<file path="src/rtl/pwc_pkg.sv">
package pwc_pkg;

    typedef enum logic {
        DIR_UP   = 1'b0,
        DIR_DOWN = 1'b1
    } dir_e;

    typedef enum logic [1:0] {
        WIN_KEEP  = 2'd0,
        WIN_OPEN  = 2'd1,
        WIN_CLOSE = 2'd2
    } win_act_e;

    typedef struct packed {
        logic on_stb;
        logic off_stb;
    } irq_pair_t;

    // Decide what a step does to the window level, given which presets the
    // departing count matched. Closing wins when both presets match.
    function automatic win_act_e resolve_window(input logic on_hit,
                                                input logic off_hit,
                                                input dir_e dir);
        win_act_e act;
        act = WIN_KEEP;
        if (dir == DIR_UP) begin
            if (off_hit)     act = WIN_CLOSE;
            else if (on_hit) act = WIN_OPEN;
        end else begin
            if (on_hit)       act = WIN_CLOSE;
            else if (off_hit) act = WIN_OPEN;
        end
        return act;
    endfunction

endpackage

</file>
<file path="src/rtl/pwc_pulse_sync.sv">
module pwc_pulse_sync #(
    parameter int SYNC_STAGES = 2
) (
    input  logic clk,
    input  logic rst,
    input  logic pulse_in,
    output logic step
);
    localparam int CHAIN_LEN = SYNC_STAGES + 1;

    logic [CHAIN_LEN-1:0] chain;

    always_ff @(posedge clk) begin
        if (rst) begin
            chain <= '0;
        end else begin
            chain <= {chain[CHAIN_LEN-2:0], pulse_in};
        end
    end

    // rising edge seen at the synchronised end of the chain
    assign step = chain[SYNC_STAGES-1] & ~chain[SYNC_STAGES];

    // an edge detector never reports two steps in a row
    p_single_step_r7: assert property (@(posedge clk) disable iff (rst)
        step |=> !step);

endmodule

</file>
<file path="src/rtl/pwc_count_core.sv">
module pwc_count_core
    import pwc_pkg::*;
#(
    parameter int W = 16
) (
    input  logic         clk,
    input  logic         rst,
    input  logic         step,
    input  logic         enable,
    input  dir_e         dir,
    input  logic         load,
    input  logic [W-1:0] load_value,
    output logic [W-1:0] count,
    output logic         advance
);
    localparam logic [W-1:0] ONE = W'(1);

    assign advance = step & enable & ~load;

    always_ff @(posedge clk) begin
        if (rst) begin
            count <= '0;
        end else if (load) begin
            count <= load_value;
        end else if (advance) begin
            if (dir == DIR_UP) count <= count + ONE;
            else               count <= count - ONE;
        end
    end

    // no step and no load means the count stays put
    p_hold_idle_r10: assert property (@(posedge clk) disable iff (rst)
        (!load && !advance) |=> $stable(count));

    // an up step moves the count by exactly one modulo 2**W
    p_up_by_one_r1: assert property (@(posedge clk) disable iff (rst)
        (advance && dir == DIR_UP) |=> ((count - $past(count)) == ONE));

    // a down step moves the count by exactly one modulo 2**W
    p_down_by_one_r1: assert property (@(posedge clk) disable iff (rst)
        (advance && dir == DIR_DOWN) |=> (($past(count) - count) == ONE));

    // load value lands in the count
    p_load_lands_r11: assert property (@(posedge clk) disable iff (rst)
        load |=> (count == $past(load_value)));

endmodule

</file>
<file path="src/rtl/pwc_window_cmp.sv">
module pwc_window_cmp
    import pwc_pkg::*;
#(
    parameter int W = 16
) (
    input  logic         clk,
    input  logic         rst,
    input  logic         advance,
    input  logic         load,
    input  dir_e         dir,
    input  logic [W-1:0] count,
    input  logic [W-1:0] on_preset,
    input  logic [W-1:0] off_preset,
    output logic         coin,
    output irq_pair_t    strobes
);
    logic     on_hit;
    logic     off_hit;
    win_act_e act;

    // a crossing is a step that leaves a count equal to the preset
    assign on_hit  = advance && (count == on_preset);
    assign off_hit = advance && (count == off_preset);
    assign act     = resolve_window(on_hit, off_hit, dir);

    always_ff @(posedge clk) begin
        if (rst) begin
            coin    <= 1'b0;
            strobes <= '0;
        end else if (load) begin
            coin    <= 1'b0;
            strobes <= '0;
        end else begin
            strobes.on_stb  <= on_hit;
            strobes.off_stb <= off_hit;
            case (act)
                WIN_OPEN:  coin <= 1'b1;
                WIN_CLOSE: coin <= 1'b0;
                default:   coin <= coin;
            endcase
        end
    end

    // a strobe lasts one clock
    p_on_pulse_r7: assert property (@(posedge clk) disable iff (rst)
        strobes.on_stb |=> !strobes.on_stb);
    p_off_pulse_r7: assert property (@(posedge clk) disable iff (rst)
        strobes.off_stb |=> !strobes.off_stb);

    // load closes the window and raises nothing
    p_load_clears_r11: assert property (@(posedge clk) disable iff (rst)
        load |=> (!coin && !strobes.on_stb && !strobes.off_stb));

    // the window never opens without a crossing strobe
    p_open_has_cause_r3: assert property (@(posedge clk) disable iff (rst)
        $rose(coin) |-> (strobes.on_stb || strobes.off_stb));

    // the window never closes without a crossing strobe or a load
    p_close_has_cause_r4: assert property (@(posedge clk) disable iff (rst)
        $fell(coin) |-> (strobes.on_stb || strobes.off_stb || $past(load)));

    // a double crossing leaves the window closed
    p_equal_closes_r12: assert property (@(posedge clk) disable iff (rst)
        (strobes.on_stb && strobes.off_stb) |-> !coin);

endmodule

</file>
<file path="src/rtl/pwc_channel.sv">
module pwc_channel
    import pwc_pkg::*;
#(
    parameter int W           = 16,
    parameter int SYNC_STAGES = 2
) (
    input  logic         clk,
    input  logic         rst,
    input  logic         pulse_in,
    input  dir_e         dir,
    input  logic         enable,
    input  logic         load,
    input  logic [W-1:0] load_value,
    input  logic [W-1:0] on_preset,
    input  logic [W-1:0] off_preset,
    output logic [W-1:0] count,
    output logic         coin,
    output irq_pair_t    strobes
);
    logic step;
    logic advance;

    pwc_pulse_sync #(.SYNC_STAGES(SYNC_STAGES)) u_sync (
        .clk      (clk),
        .rst      (rst),
        .pulse_in (pulse_in),
        .step     (step)
    );

    pwc_count_core #(.W(W)) u_core (
        .clk        (clk),
        .rst        (rst),
        .step       (step),
        .enable     (enable),
        .dir        (dir),
        .load       (load),
        .load_value (load_value),
        .count      (count),
        .advance    (advance)
    );

    pwc_window_cmp #(.W(W)) u_cmp (
        .clk        (clk),
        .rst        (rst),
        .advance    (advance),
        .load       (load),
        .dir        (dir),
        .count      (count),
        .on_preset  (on_preset),
        .off_preset (off_preset),
        .coin       (coin),
        .strobes    (strobes)
    );

endmodule

</file>
<file path="src/rtl/preset_window_counter.sv">
module preset_window_counter
    import pwc_pkg::*;
#(
    parameter int NUM_CH      = 4,
    parameter int W           = 16,
    parameter int SYNC_STAGES = 2
) (
    input  logic                  clk,
    input  logic                  rst,
    input  logic [NUM_CH-1:0]     pulse_in,
    input  logic [NUM_CH-1:0]     count_down,
    input  logic [NUM_CH-1:0]     enable,
    input  logic [NUM_CH-1:0]     load,
    input  logic [NUM_CH*W-1:0]   load_value,
    input  logic [NUM_CH*W-1:0]   on_preset,
    input  logic [NUM_CH*W-1:0]   off_preset,
    output logic [NUM_CH*W-1:0]   count_out,
    output logic [NUM_CH-1:0]     coin_out,
    output logic [2*NUM_CH-1:0]   irq_out
);
    localparam int IRQ_LINES = 2 * NUM_CH;

    irq_pair_t pairs [NUM_CH];

    for (genvar k = 0; k < NUM_CH; k++) begin : g_ch
        pwc_channel #(.W(W), .SYNC_STAGES(SYNC_STAGES)) u_ch (
            .clk        (clk),
            .rst        (rst),
            .pulse_in   (pulse_in[k]),
            .dir        (dir_e'(count_down[k])),
            .enable     (enable[k]),
            .load       (load[k]),
            .load_value (load_value[k*W +: W]),
            .on_preset  (on_preset[k*W +: W]),
            .off_preset (off_preset[k*W +: W]),
            .count      (count_out[k*W +: W]),
            .coin       (coin_out[k]),
            .strobes    (pairs[k])
        );

        // even line carries the turn-on strobe, odd line the turn-off one
        assign irq_out[2*k]     = pairs[k].on_stb;
        assign irq_out[2*k + 1] = pairs[k].off_stb;
    end

    // nothing is pending in the cycle right after reset
    p_quiet_after_reset_r2: assert property (@(posedge clk)
        $fell(rst) |-> (irq_out == '0 && coin_out == '0 && count_out == '0));

    // a lone line never stays high for two clocks
    for (genvar j = 0; j < IRQ_LINES; j++) begin : g_irq_chk
        p_line_pulse_r7: assert property (@(posedge clk) disable iff (rst)
            irq_out[j] |=> !irq_out[j]);
    end

endmodule

</file>
<file path="config.mk">
export PLATFORM = sky130hd
export DESIGN_NAME = preset_window_counter
export DESIGN_NICKNAME = d
export VERILOG_FILES = /design/src/rtl/pwc_pkg.sv /design/src/rtl/pwc_pulse_sync.sv /design/src/rtl/pwc_count_core.sv /design/src/rtl/pwc_window_cmp.sv /design/src/rtl/pwc_channel.sv /design/src/rtl/preset_window_counter.sv
export SDC_FILE = /design/constraint.sdc
export NUM_CORES = 1
export LEC_CHECK = 0
export ABC_CLOCK_PERIOD_IN_PS = 3300
export BUFFER_PORTS_ARGS = -buffer_cell sky130_fd_sc_hd__clkbuf_2
export CORE_MARGIN = 2
export CORE_UTILIZATION = 51
export DETAILED_ROUTE_END_ITERATION = 6
export HOLD_SLACK_MARGIN = 0.03
export PLACE_DENSITY = 0.84
export SYNTH_ARGS = -nofsm -noshare
export SYNTH_HDL_FRONTEND = slang
export SYNTH_SLANG_ARGS = --single-unit
</file>
<file path="constraint.sdc">
create_clock -name clk -period 3.3 [get_ports clk]
set_input_delay 0.165 -clock clk [delete_from_list [all_inputs] [get_ports clk]]
set_output_delay 0.165 -clock clk [all_outputs]
set_load 0.05 [all_outputs]
</file>
==> results of run 1 <==
-- placed cells by master (no fill, tap or decap), types with 6 or more instances in the layout --
| cell | n |
|---|---|
| a31oi_1 | 8 |
| a221oi_1 | 13 |
| a311oi_1 | 10 |
| a21o_1 | 29 |
| o21ai_0 | 30 |
| nand4_1 | 24 |
| xnor2_1 | 69 |
| a21oi_1 | 98 |
| ha_1 | 56 |
| o31ai_1 | 7 |
| o21a_1 | 11 |
| xor2_1 | 103 |
| o211ai_1 | 6 |
| nor2_1 | 76 |
| a211oi_1 | 17 |
| nand2_1 | 75 |
| or3_1 | 11 |
| clkbuf_2 | 284 |
| and3_1 | 12 |
| dfxtp_1 | 88 |
| clkbuf_16 | 9 |
| nor2b_1 | 18 |
| nor3_1 | 21 |
| buf_4 | 7 |
| o21bai_1 | 6 |
| nor4_1 | 26 |
| inv_1 | 35 |
| nand3_1 | 16 |
| mux2i_1 | 8 |
-- how the worst min path moves through the flow --
| stage | slack (ns) | startpoint | to | cells after the start |
|---|---|---|---|---|
| 6_report | 0.05 | load_value[24] | g_ch[1].u_ch.u_core.count[8]$_SDFFE_PP0P_ | 3 |
| 5_1_grt | 0.05 | load_value[20] | g_ch[1].u_ch.u_core.count[4]$_SDFFE_PP0P_ | 3 |
| 4_1_cts | 0.04 | load_value[24] | g_ch[1].u_ch.u_core.count[8]$_SDFFE_PP0P_ | 3 |
| 3_5_place_dp | 0.38 | pulse_in[0] | g_ch[0].u_ch.u_sync.chain[0]$_SDFF_PP0_ | 2 |
| 3_3_place_gp | 0.37 | pulse_in[1] | g_ch[1].u_ch.u_sync.chain[0]$_SDFF_PP0_ | 2 |
| 2_1_floorplan | 0.29 | pulse_in[0] | g_ch[0].u_ch.u_sync.chain[0]$_SDFF_PP0_ | 1 |
-- final cells by class --
| class | count | area [µm²] |
|---|---|---|
| timing repair buffer | 296 | 1520 |
| clock buffer | 11 | 253 |
| clock inverter | 5 | 38.8 |
| multi-input combinational | 828 | 5800 |
| fill | 1360 | 5410 |
| sequential | 88 | 1760 |
| tap | 188 | 235 |
| inverter | 35 | 131 |
-- power by group --
group / internal (mW) / switching, mW / total, mW
sequential: 1.12 / 0.118 / 1.24
clock: 0.558 / 0.461 / 1.02
combinational: 0.527 / 0.753 / 1.28
total: 2.21 / 1.33 / 3.54
-- registers in the layout (all words and copies together), names as in the netlist --
signal                   count
g_ch.u_ch.u_cmp.strobes      8
g_ch.u_ch.u_cmp.coin         4
g_ch.u_ch.u_sync.chain      12
g_ch.u_ch.u_core.count      64
-- worst register-to-register path: cells and delay by family, from the launching register on --
kind,cells,cell delay [ns]
flops,1,0.40
compound gates,6,1.43
fa+ha+maj,1,0.46
mux,1,0.27
-- metrics by stage --
stage	util [%]	cell area (µm²)
2_1_floorplan	-	7900
3_3_place_gp	62.1	9410
3_5_place_dp	62.1	9410
4_1_cts	64.3	9740
5_1_grt	64.3	9740
6_report	64.3	9740
-- routing by layer --
layer,track usage [%],wire length (µm)
met1,34.8,10300
met2,48.4,11500
met3,4.82,1670
met4,12.0,639
met5,0,0
-- cells by family after synthesis --
logic type | synth area share [%]
AND/OR/NAND/NOR | 19.2
AO/OA/AOI/OAI | 23.7
XOR/XNOR | 19.1
flip-flops | 22.3
buffers and inverters | 4.29
adder cells (fa/ha/maj) | 9.88
multiplexers | 1.58
==> impl_metrics.py, run 1 <==
metrics = {
    "setup_path": {
        "critPathLaunch": "g_ch[2].u_ch.u_core.count[0]$_SDFFE_PP0P_",
        "r2r-start": "g_ch[2].u_ch.u_core.count[0]$_SDFFE_PP0P_",
        "max_stage_delay_ns": 0.46,
        "path_class": "flip-flop to flip-flop",
        "r2r-end": "g_ch[2].u_ch.u_core.count[10]$_SDFFE_PP0P_",
        "worstPathCellList": "fa_1 -> a21o_1 -> a21oi_2 -> o21bai_1 -> a21oi_1 -> o21ai_0 -> mux2_2 -> a2111oi_1",
        "path_depth": 8,
        "worstPathRequired_ns": 3.51,
        "rrSetupSlack_ns": 0.61,
        "arrival_ns": 2.90,
        "critPathLaunchType": "flip-flop",
        "crit_end": "g_ch[2].u_ch.u_core.count[10]$_SDFFE_PP0P_",
        "path_delay_family": "compound AO/OA/AOI/OAI gates",
        "slowest_stage": "fa_1",
        "critPathBufInv": 0,
        "cp_max_fo": 6,
        "reg2reg_depth": 8,
        "worstSetupEndpointType": "flip-flop",
    },
    "power": {
        "power_density_nw_per_um2": 363,
        "power.total_mw": 3.54,
        "leakagePower_nw": 4.76,
        "ir_worst_vdd_mv": 0.271,
    },
    "timing": {
        "fmax_ghz": 0.372,
        "slew_viol_final": 0,
        "hold_violations": 0,
        "fin_crit_ns": 2.69,
        "fin_worst_skew_ns": 0.0108,
        "setup_viol": 0,
        "worst_pin_slew_ns": 0.795,
        "max_slew_margin_pct": 46.8,
        "timing.hold.ws_ns": 0.0511,
        "rsz0062_at_grt": "no",
        "setup-tns-final_ns": 0,
        "period_share_pct": 81.4,
        "setup_ws_ns": 0.613,
    },
    "logic_synthesis": {
        "seq_area_frac_synth_pct": 22.3,
        "synth_top_cell_by_area": "dfxtp_1",
        "syn_area_um2": 7900,
        "yosysUniqueCellTypes": 66,
        "synth_common_cells": "xor2_1 (103), a21oi_1 (98), dfxtp_1 (88)",
        "yosysWarningCount": 0,
        "synth_ff_type": "dfxtp_1",
        "ys_ff_latch": 88,
        "yosysMostFrequentCell": "xor2_1",
        "syn_inst": 1002,
        "synth_area_leaders": "dfxtp_1 (22%), xor2_1 (11%), ha_1 (8.9%)",
        "post_synth.cell_area_avg_um2": 7.89,
        "synthArstFlopShare_pct": 0,
        "synth_edf_count": 0,
        "synth_top_cell_area_share_pct": 22.3,
        "syn-num-nets": 1272,
    },
    "clocking": {
        "clock_latency_ns": 0.34,
        "path_clk_slew_ns": 0.07,
        "cts_tree": "yes",
        "cts_buffers": 9,
        "clock_path_buffers": 2,
        "post-cts-setup-buffers": 0,
        "h-tree-depth": 3,
        "holdBufCountCts": 4,
        "cts_sinks": 88,
        "cts_resized": 0,
        "root_buffer": "clkbuf_16",
    },
    "die": {
        "initial_core_util_pct": 52.2,
        "coreArea_um2": 15100,
        "die_w_um": 128,
        "die_area_um2": 16500,
        "die_h_um": 128,
        "floorplan.io_pins": 286,
        "rows": 45,
    },
    "run_status": {
        "status": "finished clean",
    },
    "place": {
        "dp_hpwl_mm": 18.5,
        "dp_slack_ns": 0.628,
        "placedCellCount": 1431,
        "gp_congestion": 0.919,
        "io_buffers": 285,
    },
    "cells_and_area": {
        "antenna_cells": 0,
        "nets": 1528,
        "drive_gt1_share_pct": 25.7,
        "fin_cells": 1451,
        "area_growth_syn_to_layout_pct": 23.3,
    },
    "grt": {
        "antenna_found_initial": 0,
        "grt_pass1_vias": 7834,
        "gr-usage-all-layers_pct": 28.2,
        "grt_pass1_wl_mm": 37.7,
        "grt-ovfl-total": 0,
        "grt_max_degree": 41,
    },
    "detailed_routing": {
        "drt.antenna.violating_nets": 0,
        "vias": 8548,
        "finalWirelength_mm": 24.1,
        "routed_via_density": 5.89,
        "dr.pass1.iters": 5,
        "wire_per_inst_um": 16.6,
        "drt_iter0_markers": 599,
        "route.detailed.drc": 0,
    },
    "job": {
        "drv_cap": 0,
    },
    "worst_hold_path": {
        "min_path_type": "input pin to flip-flop",
    },
}
No activity file was read; power rests on OpenSTA's default activity.
==> run 2, diff against run 1 <==
- ABC_AREA: not set -> 1
- ABC_CLOCK_PERIOD_IN_PS: 3300 -> 2700
- CORE_UTILIZATION: 51 -> 54
- PLACE_DENSITY: 0.84 -> 0.85
- clock period: 3.3 -> 2.7 ns (I/O delays scaled with it)
==> run 2 against run 1 <==
Register-to-register slack better by 0.22 ns. Global-route usage up 4.0 points. Combinational power up 37%. Clock power up 50%. Count of clock-buffer cells in the layout down 1. Sequential share of layout area down 3.3 points. Largest power group unchanged.
==> impl_metrics.py, run 2 <==
metrics = {
    "run_status": {
        "status": "finished clean",
    },
    "worst_hold_path": {
        "min_path_type": "input pin to flip-flop",
        "hold_end": "g_ch[1].u_ch.u_core.count[3]$_SDFFE_PP0P_",
        "whs_path_depth": 3,
        "hp-start": "load_value[19]",
    },
    "detailed_routing": {
        "route.detailed.drc": 0,
        "finalWirelength_mm": 32.0,
        "drt_iter0_markers": 807,
        "vias": 11900,
        "wl_met3_mm": 2.24,
        "top_layer": "met4",
        "dr.pass1.iters": 5,
        "wire_per_inst_um": 13.8,
        "drt.antenna.violating_nets": 0,
        "routed-wl-met2_mm": 15.1,
        "routed_via_density": 5.14,
        "met1Wirelength_mm": 13.6,
    },
    "setup_path": {
        "critPathLaunchType": "flip-flop",
        "critPathBufInv": 1,
        "r2r-end": "g_ch[2].u_ch.u_core.count[15]$_SDFFE_PP0P_",
        "critPathLaunch": "g_ch[2].u_ch.u_core.count[10]$_SDFFE_PP0P_",
        "r2r-start": "g_ch[2].u_ch.u_core.count[10]$_SDFFE_PP0P_",
        "path_class": "flip-flop to flip-flop",
        "rrSetupSlack_ns": 0.83,
        "crit_top_cell": "nand2_1",
        "worstPathCellList": "ha_1 -> nand2_1 -> inv_1 -> nand2_1 -> nand2_1 -> a21oi_1 -> nand2_1 -> nand2_1 -> nand3_1 -> a21oi_1",
        "arrival_ns": 2.16,
        "max_stage_delay_ns": 0.55,
        "worstPathRequired_ns": 2.99,
        "worstSetupEndpointType": "flip-flop",
        "cp_max_fo": 5,
        "slowest_stage": "dfxtp_1",
        "reg2reg_depth": 10,
        "path_delay_family": "flip-flops",
    },
    "job": {
        "drv_cap": 0,
    },
    "timing": {
        "fin_crit_ns": 1.87,
        "max_slew_margin_pct": 65.5,
        "setup_viol": 0,
        "setup_ws_ns": 0.830,
        "slew_viol_final": 0,
        "fin_worst_skew_ns": 0.0107,
        "setup-tns-final_ns": 0,
        "hold_violations": 0,
        "period_share_pct": 69.3,
        "fmax_ghz": 0.535,
        "rsz0062_at_grt": "no",
        "timing.hold.ws_ns": 0.0474,
        "worst_pin_slew_ns": 0.517,
    },
    "power": {
        "swShare_pct": 38.7,
        "leakagePower_nw": 6.98,
        "ir_worst_vdd_mv": 0.318,
        "comb_power_share_pct": 36.7,
        "power.share.sequential_pct": 31.3,
        "p_int_mw": 2.93,
        "power_density_nw_per_um2": 401,
        "p_clk_share_pct": 32.0,
        "power.total_mw": 4.77,
        "p_sw_mw": 1.85,
    },
    "grt": {
        "grt-ovfl-total": 0,
        "antenna_found_initial": 0,
        "gr-usage-all-layers_pct": 32.1,
        "grt_pass1_wl_mm": 51.6,
        "grt_pass1_vias": 11100,
        "grt_max_degree": 32,
    },
    "logic_synthesis": {
        "yosysWarningCount": 0,
        "yosysMostFrequentCell": "nand2_1",
        "synth_top_cell_by_area": "nand2_1",
        "syn_area_um2": 9840,
        "syn_inst": 1807,
        "seq_area_frac_synth_pct": 17.9,
        "synth_area_leaders": "nand2_1 (26%), dfxtp_1 (18%), inv_1 (13%)",
        "syn-num-nets": 2077,
        "ys_ff_latch": 88,
        "synth_ff_type": "dfxtp_1",
        "synth_edf_count": 0,
        "synth_common_cells": "nand2_1 (690), inv_1 (342), nor2_1 (173)",
        "yosysUniqueCellTypes": 40,
        "synthArstFlopShare_pct": 0,
        "synth_top_cell_area_share_pct": 26.3,
        "post_synth.cell_area_avg_um2": 5.45,
    },
    "die": {
        "die_h_um": 139,
        "rows": 49,
        "die_area_um2": 19300,
        "coreArea_um2": 17900,
        "die_w_um": 139,
        "floorplan.io_pins": 286,
        "initial_core_util_pct": 55.0,
    },
    "clocking": {
        "cts_buffers": 9,
        "clock_latency_ns": 0.36,
        "root_buffer": "clkbuf_16",
        "cts_resized": 0,
        "clock_path_buffers": 2,
        "h-tree-depth": 3,
        "cts_sinks": 88,
        "path_clk_slew_ns": 0.07,
        "cts_tree": "yes",
    },
    "place": {
        "io_buffers": 285,
        "gp_congestion": 0.987,
        "dp_slack_ns": 0.736,
        "placedCellCount": 2297,
        "dp_hpwl_mm": 26.0,
        "postPlaceCellArea_um2": 11400,
    },
    "cells_and_area": {
        "layout_common_cells": "nand2_1 (690), inv_1 (342), clkbuf_2 (284), nor2_1 (173), dfxtp_1 (88)",
        "drive_gt1_share_pct": 17.4,
        "stdcell_area_um2": 11900,
        "fin_util_pct": 66.5,
        "top_register": "g_ch.u_ch.u_core.count",
        "nets": 2361,
        "top_regs": "g_ch.u_ch.u_core.count (64), g_ch.u_ch.u_sync.chain (12), g_ch.u_ch.u_cmp.strobes (8)",
        "area_growth_syn_to_layout_pct": 21.0,
        "largest_reg_flops": 64,
        "fin_cells": 2325,
        "mostFrequentLayoutCell": "nand2_1",
        "antenna_cells": 0,
    },
}
-- run 2: routing by layer --
| layer | global-route usage [%] | vias to the layer above |
|---|---|---|
| li1 | - | 6104 |
| met1 | 40.7 | 5289 |
| met2 | 55.7 | 481 |
| met3 | 3.94 | 73 |
| met4 | 12.4 | 0 |
| met5 | 0 | - |
-- run 2: logic make-up (layout without fill, tap and decap cells) --
kind of cell	count (synthesis)	in the layout	share of synthesized area, %
AOI/OAI and AO/OA	184	184	10.1
DFF	88	88	17.9
adders and majority gates	60	60	7.93
and+or+nand+nor	1047	1047	44.7
buffers and inverters	380	669	15.1
xor gates and xnor gates	48	48	4.27
-- run 2: worst max path at each step --
stage,endpoint,slack (ns),cells after the start
3_3_place_gp,g_ch[2].u_ch.u_core.count[6]$_SDFFE_PP0P_,0.80,9
6_report,g_ch[2].u_ch.u_core.count[15]$_SDFFE_PP0P_,0.83,10
5_1_grt,g_ch[2].u_ch.u_core.count[6]$_SDFFE_PP0P_,0.70,8
3_5_place_dp,g_ch[2].u_ch.u_core.count[6]$_SDFFE_PP0P_,0.74,9
2_1_floorplan,g_ch[1].u_ch.u_core.count[6]$_SDFFE_PP0P_,0.79,8
4_1_cts,g_ch[2].u_ch.u_core.count[6]$_SDFFE_PP0P_,0.86,8
-- run 2: final cells by class --
type | instances | area (µm²)
Multi-Input combinational cell | 1339 | 6590
Fill cell | 1748 | 5990
Sequential cell | 88 | 1760
Timing Repair Buffer | 302 | 1600
Inverter | 351 | 1320
Tap cell | 229 | 287
Clock buffer | 10 | 239
Clock inverter | 6 | 115
-- run 2: tightest hold or removal path, stage by stage --
cell,delay (ns)
clkbuf_2,0.08
nand2_1,0.06
a31oi_1,0.08
-- run 2: power groups by stage --
stage	Combinational, mW	Clock [mW]	Sequential [mW]
floorplan	1.02	0	1.68
global placement	1.68	0	1.52
detailed placement	1.71	0	1.52
finish	1.75	1.53	1.49
global route	1.96	1.60	1.50
CTS	1.74	1.54	1.49
-- run 2: timing repair --
action | 4_1_cts | 5_1_grt
hold endpoints to repair | 12 | 0
hold buffers | 12 | 0
setup buffers | 0 | 0
